`src/rtl/cpwm_pkg.sv`:
```
package cpwm_pkg;
  typedef enum logic {
    MODE_DUAL   = 1'b0,
    MODE_CENTER = 1'b1
  } cpwm_mode_e;
endpackage

```
`src/rtl/cpwm_tri_cnt.sv`:
```
module cpwm_tri_cnt #(
  parameter int CW = 16
) (
  input  logic          clk_i,
  input  logic          rst_ni,
  input  logic          run_i,
  input  logic [CW-1:0] per_i,
  output logic [CW-1:0] cnt_o,
  output logic          up_o
);
  logic [CW-1:0] cnt_q;
  logic          up_q;

  always_ff @(posedge clk_i or negedge rst_ni) begin
    if (!rst_ni) begin
      cnt_q <= '0;
      up_q  <= 1'b1;
    end else if (!run_i) begin
      cnt_q <= '0;
      up_q  <= 1'b1;
    end else if (up_q) begin
      if (cnt_q >= per_i) begin
        if (per_i == '0) begin
          cnt_q <= '0;
        end else begin
          cnt_q <= cnt_q - 1'b1;
          up_q  <= (cnt_q == CW'(1));
        end
      end else begin
        cnt_q <= cnt_q + 1'b1;
      end
    end else begin
      // last step down lands on zero already in the up phase
      cnt_q <= cnt_q - 1'b1;
      up_q  <= (cnt_q == CW'(1));
    end
  end

  assign cnt_o = cnt_q;
  assign up_o  = up_q;
endmodule

```
`src/rtl/cpwm_shadow.sv`:
```
module cpwm_shadow
  import cpwm_pkg::*;
#(
  parameter int CW = 16
) (
  input  logic          clk_i,
  input  logic          rst_ni,
  input  logic          load_i,
  input  logic          mode_i,
  input  logic [CW-1:0] per_i,
  input  logic [CW-1:0] dh_i,
  input  logic [CW-1:0] dl_i,
  output cpwm_mode_e    mode_o,
  output logic [CW-1:0] per_o,
  output logic [CW-1:0] dh_o,
  output logic [CW-1:0] dl_o
);
  always_ff @(posedge clk_i or negedge rst_ni) begin
    if (!rst_ni) begin
      mode_o <= MODE_DUAL;
      per_o  <= '0;
      dh_o   <= '0;
      dl_o   <= '0;
    end else if (load_i) begin
      mode_o <= cpwm_mode_e'(mode_i);
      per_o  <= per_i;
      dh_o   <= dh_i;
      dl_o   <= dl_i;
    end
  end
endmodule

```
`src/rtl/cpwm_edge.sv`:
```
module cpwm_edge
  import cpwm_pkg::*;
#(
  parameter int CW = 16
) (
  input  logic          clk_i,
  input  logic          rst_ni,
  input  logic          run_i,
  input  cpwm_mode_e    mode_i,
  input  logic [CW-1:0] cnt_i,
  input  logic          up_i,
  input  logic [CW-1:0] per_i,
  input  logic [CW-1:0] dh_i,
  input  logic [CW-1:0] dl_i,
  output logic          hi_o
);
  logic          dh_ok, dl_ok, cfg_ok, set_ev, clr_ev;
  logic [CW-1:0] fall_ref;

  always_comb begin
    dh_ok    = (dh_i != '0) && (dh_i < per_i);
    dl_ok    = (dl_i != '0) && (dl_i < per_i);
    cfg_ok   = (mode_i == MODE_CENTER) ? dh_ok : (dh_ok && dl_ok);
    fall_ref = (mode_i == MODE_CENTER) ? dh_i : dl_i;
    set_ev   = up_i && (cnt_i == dh_i);
    clr_ev   = !up_i && (cnt_i == fall_ref);
  end

  always_ff @(posedge clk_i or negedge rst_ni) begin
    if (!rst_ni)          hi_o <= 1'b0;
    else if (!run_i)      hi_o <= 1'b0;
    else if (!cfg_ok)     hi_o <= 1'b0;
    else if (set_ev)      hi_o <= 1'b1;
    else if (clr_ev)      hi_o <= 1'b0;
  end
endmodule

```
`src/rtl/cpwm_pair.sv`:
```
module cpwm_pair
  import cpwm_pkg::*;
#(
  parameter int CNT_W = 16
) (
  input  logic             clk_i,
  input  logic             rst_ni,
  input  logic             start_i,
  input  logic             mode_i,
  input  logic [CNT_W-1:0] period_i,
  input  logic [CNT_W-1:0] duty_hi_i,
  input  logic [CNT_W-1:0] duty_lo_i,
  output logic [CNT_W-1:0] cnt_o,
  output logic             cnt_up_o,
  output logic             pwm_hi_o,
  output logic             pwm_lo_o
);
  logic             run_q, load, up;
  logic [CNT_W-1:0] cnt, per_sh, per_use, dh_sh, dl_sh;
  cpwm_mode_e       mode_sh;

  always_ff @(posedge clk_i or negedge rst_ni) begin
    if (!rst_ni) run_q <= 1'b0;
    else         run_q <= start_i;
  end

  assign load    = (cnt == '0) || !start_i;
  // counter turns on the value being captured this edge
  assign per_use = load ? period_i : per_sh;

  cpwm_shadow #(.CW(CNT_W)) u_shadow (
    .clk_i  (clk_i),
    .rst_ni (rst_ni),
    .load_i (load),
    .mode_i (mode_i),
    .per_i  (period_i),
    .dh_i   (duty_hi_i),
    .dl_i   (duty_lo_i),
    .mode_o (mode_sh),
    .per_o  (per_sh),
    .dh_o   (dh_sh),
    .dl_o   (dl_sh)
  );

  cpwm_tri_cnt #(.CW(CNT_W)) u_cnt (
    .clk_i  (clk_i),
    .rst_ni (rst_ni),
    .run_i  (start_i),
    .per_i  (per_use),
    .cnt_o  (cnt),
    .up_o   (up)
  );

  cpwm_edge #(.CW(CNT_W)) u_edge (
    .clk_i  (clk_i),
    .rst_ni (rst_ni),
    .run_i  (start_i),
    .mode_i (mode_sh),
    .cnt_i  (cnt),
    .up_i   (up),
    .per_i  (per_sh),
    .dh_i   (dh_sh),
    .dl_i   (dl_sh),
    .hi_o   (pwm_hi_o)
  );

  assign cnt_o    = cnt;
  assign cnt_up_o = up;
  assign pwm_lo_o = run_q & ~pwm_hi_o;
endmodule

```
`config.mk`:
```
export PLATFORM = sky130hd
export DESIGN_NAME = cpwm_pair
export DESIGN_NICKNAME = d
export VERILOG_FILES = /design/src/rtl/cpwm_pkg.sv /design/src/rtl/cpwm_tri_cnt.sv /design/src/rtl/cpwm_shadow.sv /design/src/rtl/cpwm_edge.sv /design/src/rtl/cpwm_pair.sv
export SDC_FILE = /design/constraint.sdc
export NUM_CORES = 1
export LEC_CHECK = 0
export BUFFER_PORTS_ARGS = -buffer_cell sky130_fd_sc_hd__clkbuf_2
export CAP_MARGIN = 25
export CORE_AREA = 2 2 102 104
export DETAILED_ROUTE_END_ITERATION = 8
export DIE_AREA = 0 0 104 106
export PLACE_DENSITY = 0.7
export SLEW_MARGIN = 20
export SYNTH_ARGS = -nofsm -noshare
export SYNTH_HDL_FRONTEND = slang
export SYNTH_SLANG_ARGS = --single-unit
```
`constraint.sdc`:
```
create_clock -name clk_i -period 5.25 [get_ports clk_i]
set_input_delay 0.7875 -clock clk_i [delete_from_list [all_inputs] [get_ports clk_i]]
set_output_delay 0.7875 -clock clk_i [all_outputs]
set_load 0.005 [all_outputs]
```
==> out/metrics.yaml <==
timing:
  min_period_over_period_pct: 89.1
  worst-slew-pin-transition_ns: 0.884
  post-route-min-period_ns: 4.68
  finalMaxSlewViolations: 0
  setup-tns-final_ns: 0
  finalClockSkew_ns: 0.00789
  rsz0062_at_grt: "no"
  finalSetupViolCount: 0
  layout_setup_ws_ns: 0.571
  relSlewSlack_pct: 41.1
  hold-worst-slack_ns: 0.576
  hold_viol: 0
  max_freq_mhz: 214
route:
  wl_per_cell_um: 18.4
  antenna_left: 0
  vias: 4176
  wl_um: 13000
  vias_per_cell: 5.91
  drtIter0Drc: 254
  drc_errors: 0
  first_pass_iters: 5
clock_network:
  htreeDepth: 3
  cts.sinks: 68
  cts.path.max_buffers: 2
  clock_latency_ns: 0.36
  clk_pin_slew_ns: 0.08
  postCtsSetupBuffers: 0
  cts_buffers: 9
  cts_resized: 0
  cts_tree: "done"
  cts_root_buffer: "clkbuf_8"
  cts_hold_buf: 0
global_route:
  grt_pass1_wl_um: 20900
  grtUsageTotal_pct: 24.4
  grt-ovfl-total: 0
  grt_max_degree: 69
  antenna_found_initial: 0
  grt_pass1_vias: 4041
power:
  peakVddDrop_mv: 0.188
  power_leakage_uw: 0.00269
  p_per_area_nw_per_um2: 549
final_layout:
  syn_to_final_growth_pct: 14.2
  design_area_um2: 5500
  finalNetCount: 668
  n_antenna_cell: 0
  drive_gt1_share_pct: 23.5
  layout_common_cells: "clkbuf_2 (69), dfrtp_1 (67), ha_1 (49), inv_1 (42), nor2_1 (35)"
  final_common_cell: "clkbuf_2"
  nFillCells: 944
floorplan:
  num_rows: 37
  io_pins: 71
  core-area_um2: 10000
  start_util_pct: 48.1
  die_x_um: 104
  die_h_um: 106
  dieArea_um2: 11000
placement:
  port_buffers: 70
  dpl.hpwl_um: 9940
  placed_cell_area_um2: 5290
  dp_slack_ns: 0.673
  gp_routability_congestion: 0.958
hold_path:
  hold_class: "register to register"
logic_synthesis:
  ys_warn_count: 0
  ys_types: 51
  synth_nets: 602
  synth_top_area_cell: "dfrtp_1"
  syn_avg_cell_area_um2: 9.61
  synth_area_um2: 4810
  synth_edf_count: 0
  synth_top_area_share_pct: 34.8
  synth_top_flop_cell: "dfrtp_1"
  netlist_instances: 501
  ys_top_cells_by_area: "dfrtp_1 (35%), ha_1 (13%), mux2_2 (8.0%), xnor2_1 (4.6%), inv_1 (3.3%)"
  yosysSeqAreaShare_pct: 35.4
  synthArstFlopShare_pct: 100
  ys_seq_elements: 68
critical_path:
  startpoint_type: "register"
  arrival_ns: 4.95
  cp_num_buf_inv: 3
  endpoint_kind: "register"
  crit_path_max_incr_delay_ns: 0.56
  crit_path_max_fanout: 18
  required_ns: 5.52
  r2r_slack_ns: 0.57
  slowest_stage: "and3_1"
  crit_type: "register to register"
  path_cells: "inv_1 -> ha_1 -> or4b_1 -> nor2b_1 -> a21o_2 -> buf_4 -> nor2_1 -> a21oi_1 -> ha_1 -> nor3_1 -> nor2_1 -> o211a_1 -> a211oi_1 -> buf_4 -> and3_1 -> o21ai_0 -> a31oi_1"
  crit_family: "simple AND/OR/NAND/NOR gates"
run:
  cap_violations: 0
run_status:
  status: "finished, final reports clean"
-- metal layers --
metal	global-route usage, %	part of all wire (%)
met1	32.3	44
met2	38.1	47
met3	5.21	7.1
met4	11.7	2.6
met5	0	0
-- flip-flops by register name, indices dropped and copies added (netlist names) --
signal and flops:
u_shadow.dl_o 16, u_shadow.dh_o 16, u_shadow.mode_o 1, u_edge.hi_o 1, run_q 1, u_cnt.up_o 1, u_shadow.per_o 16, u_cnt.cnt_o 16
-- area by class of cell --
cell class                      instances  area [um2]  area share, %
Inverter                               42         158           2.87
Tap cell                              136         170           3.10
Sequential cell                        68        1700           31.0
Clock inverter                          5        77.6           1.41
Multi-Input combinational cell        366        2840           51.6
Timing Repair Buffer                   80         425           7.74
Clock buffer                           10         128           2.32
-- cell usage after synthesis (all sizes together) (11+ instances only) --
library cell	number
xnor2	25
a21oi	24
dfrtp	67
nor2	35
nor4	15
inv	42
ha	49
nand4	20
a21o	13
mux2	34
mux2i	11
xor2	13
nand2	17
buf	11
nor3	16
clkbuf	14
-- power breakdown --
| part | switching, uW | total [uW] | internal [uW] | leakage [uW] |
|---|---|---|---|---|
| Combinational | 830 | 1550 | 716 | 0.00176 |
| Clock | 209 | 472 | 263 | 0.000102 |
| Sequential | 298 | 1000 | 704 | 0.000829 |
-- worst register-to-register path, stage by stage (launching register included) --
cell and delay, ns:
dfrtp_1 0.49, inv_1 0.14, ha_1 0.23, or4b_1 0.52, nor2b_1 0.26, a21o_2 0.35, buf_4 0.29, nor2_1 0.06
a21oi_1 0.16, ha_1 0.26, nor3_1 0.17, nor2_1 0.09, o211a_1 0.20, a211oi_1 0.23, buf_4 0.18, and3_1 0.56
o21ai_0 0.18, a31oi_1 0.23
-- stage by stage --
stage               total power [uW]  util (%)  instances
floorplan                       2070         -        501
global placement                2460      52.9        692
detailed placement              2520      52.9        692
CTS                             3010      55.0        707
global route                    3260      55.0        707
finish                          3020      55.0        707
-- logic make-up (layout without fill, tap and decap cells) --
logic type,Yosys count,in the layout,share of synthesized area (%)
xor gates and xnor gates,38,38,6.92
buffers and inverters,67,137,5.72
and+or+nand+nor,147,147,16.4
adders and majority gates,49,49,12.7
AOI/OAI and AO/OA,87,87,12.6
DFF,68,68,35.4
muxes,45,45,10.2
-- worst paths after layout --
check / start / to / cells after the start
hold / removal: u_shadow.dl_o[0] / u_shadow.dl_o[0] / 1
setup / recovery: u_cnt.cnt_o[0] / u_cnt.cnt_o[10] / 17
max in group asynchronous: rst_ni / u_shadow.dh_o[14] / 2
setup reg to reg: u_cnt.cnt_o[0] / u_cnt.cnt_o[10] / 17
min in group asynchronous: rst_ni / u_cnt.cnt_o[1] / 2
hold reg to reg: u_shadow.dl_o[0] / u_shadow.dl_o[0] / 1
(Power assumes the default switching activity.)
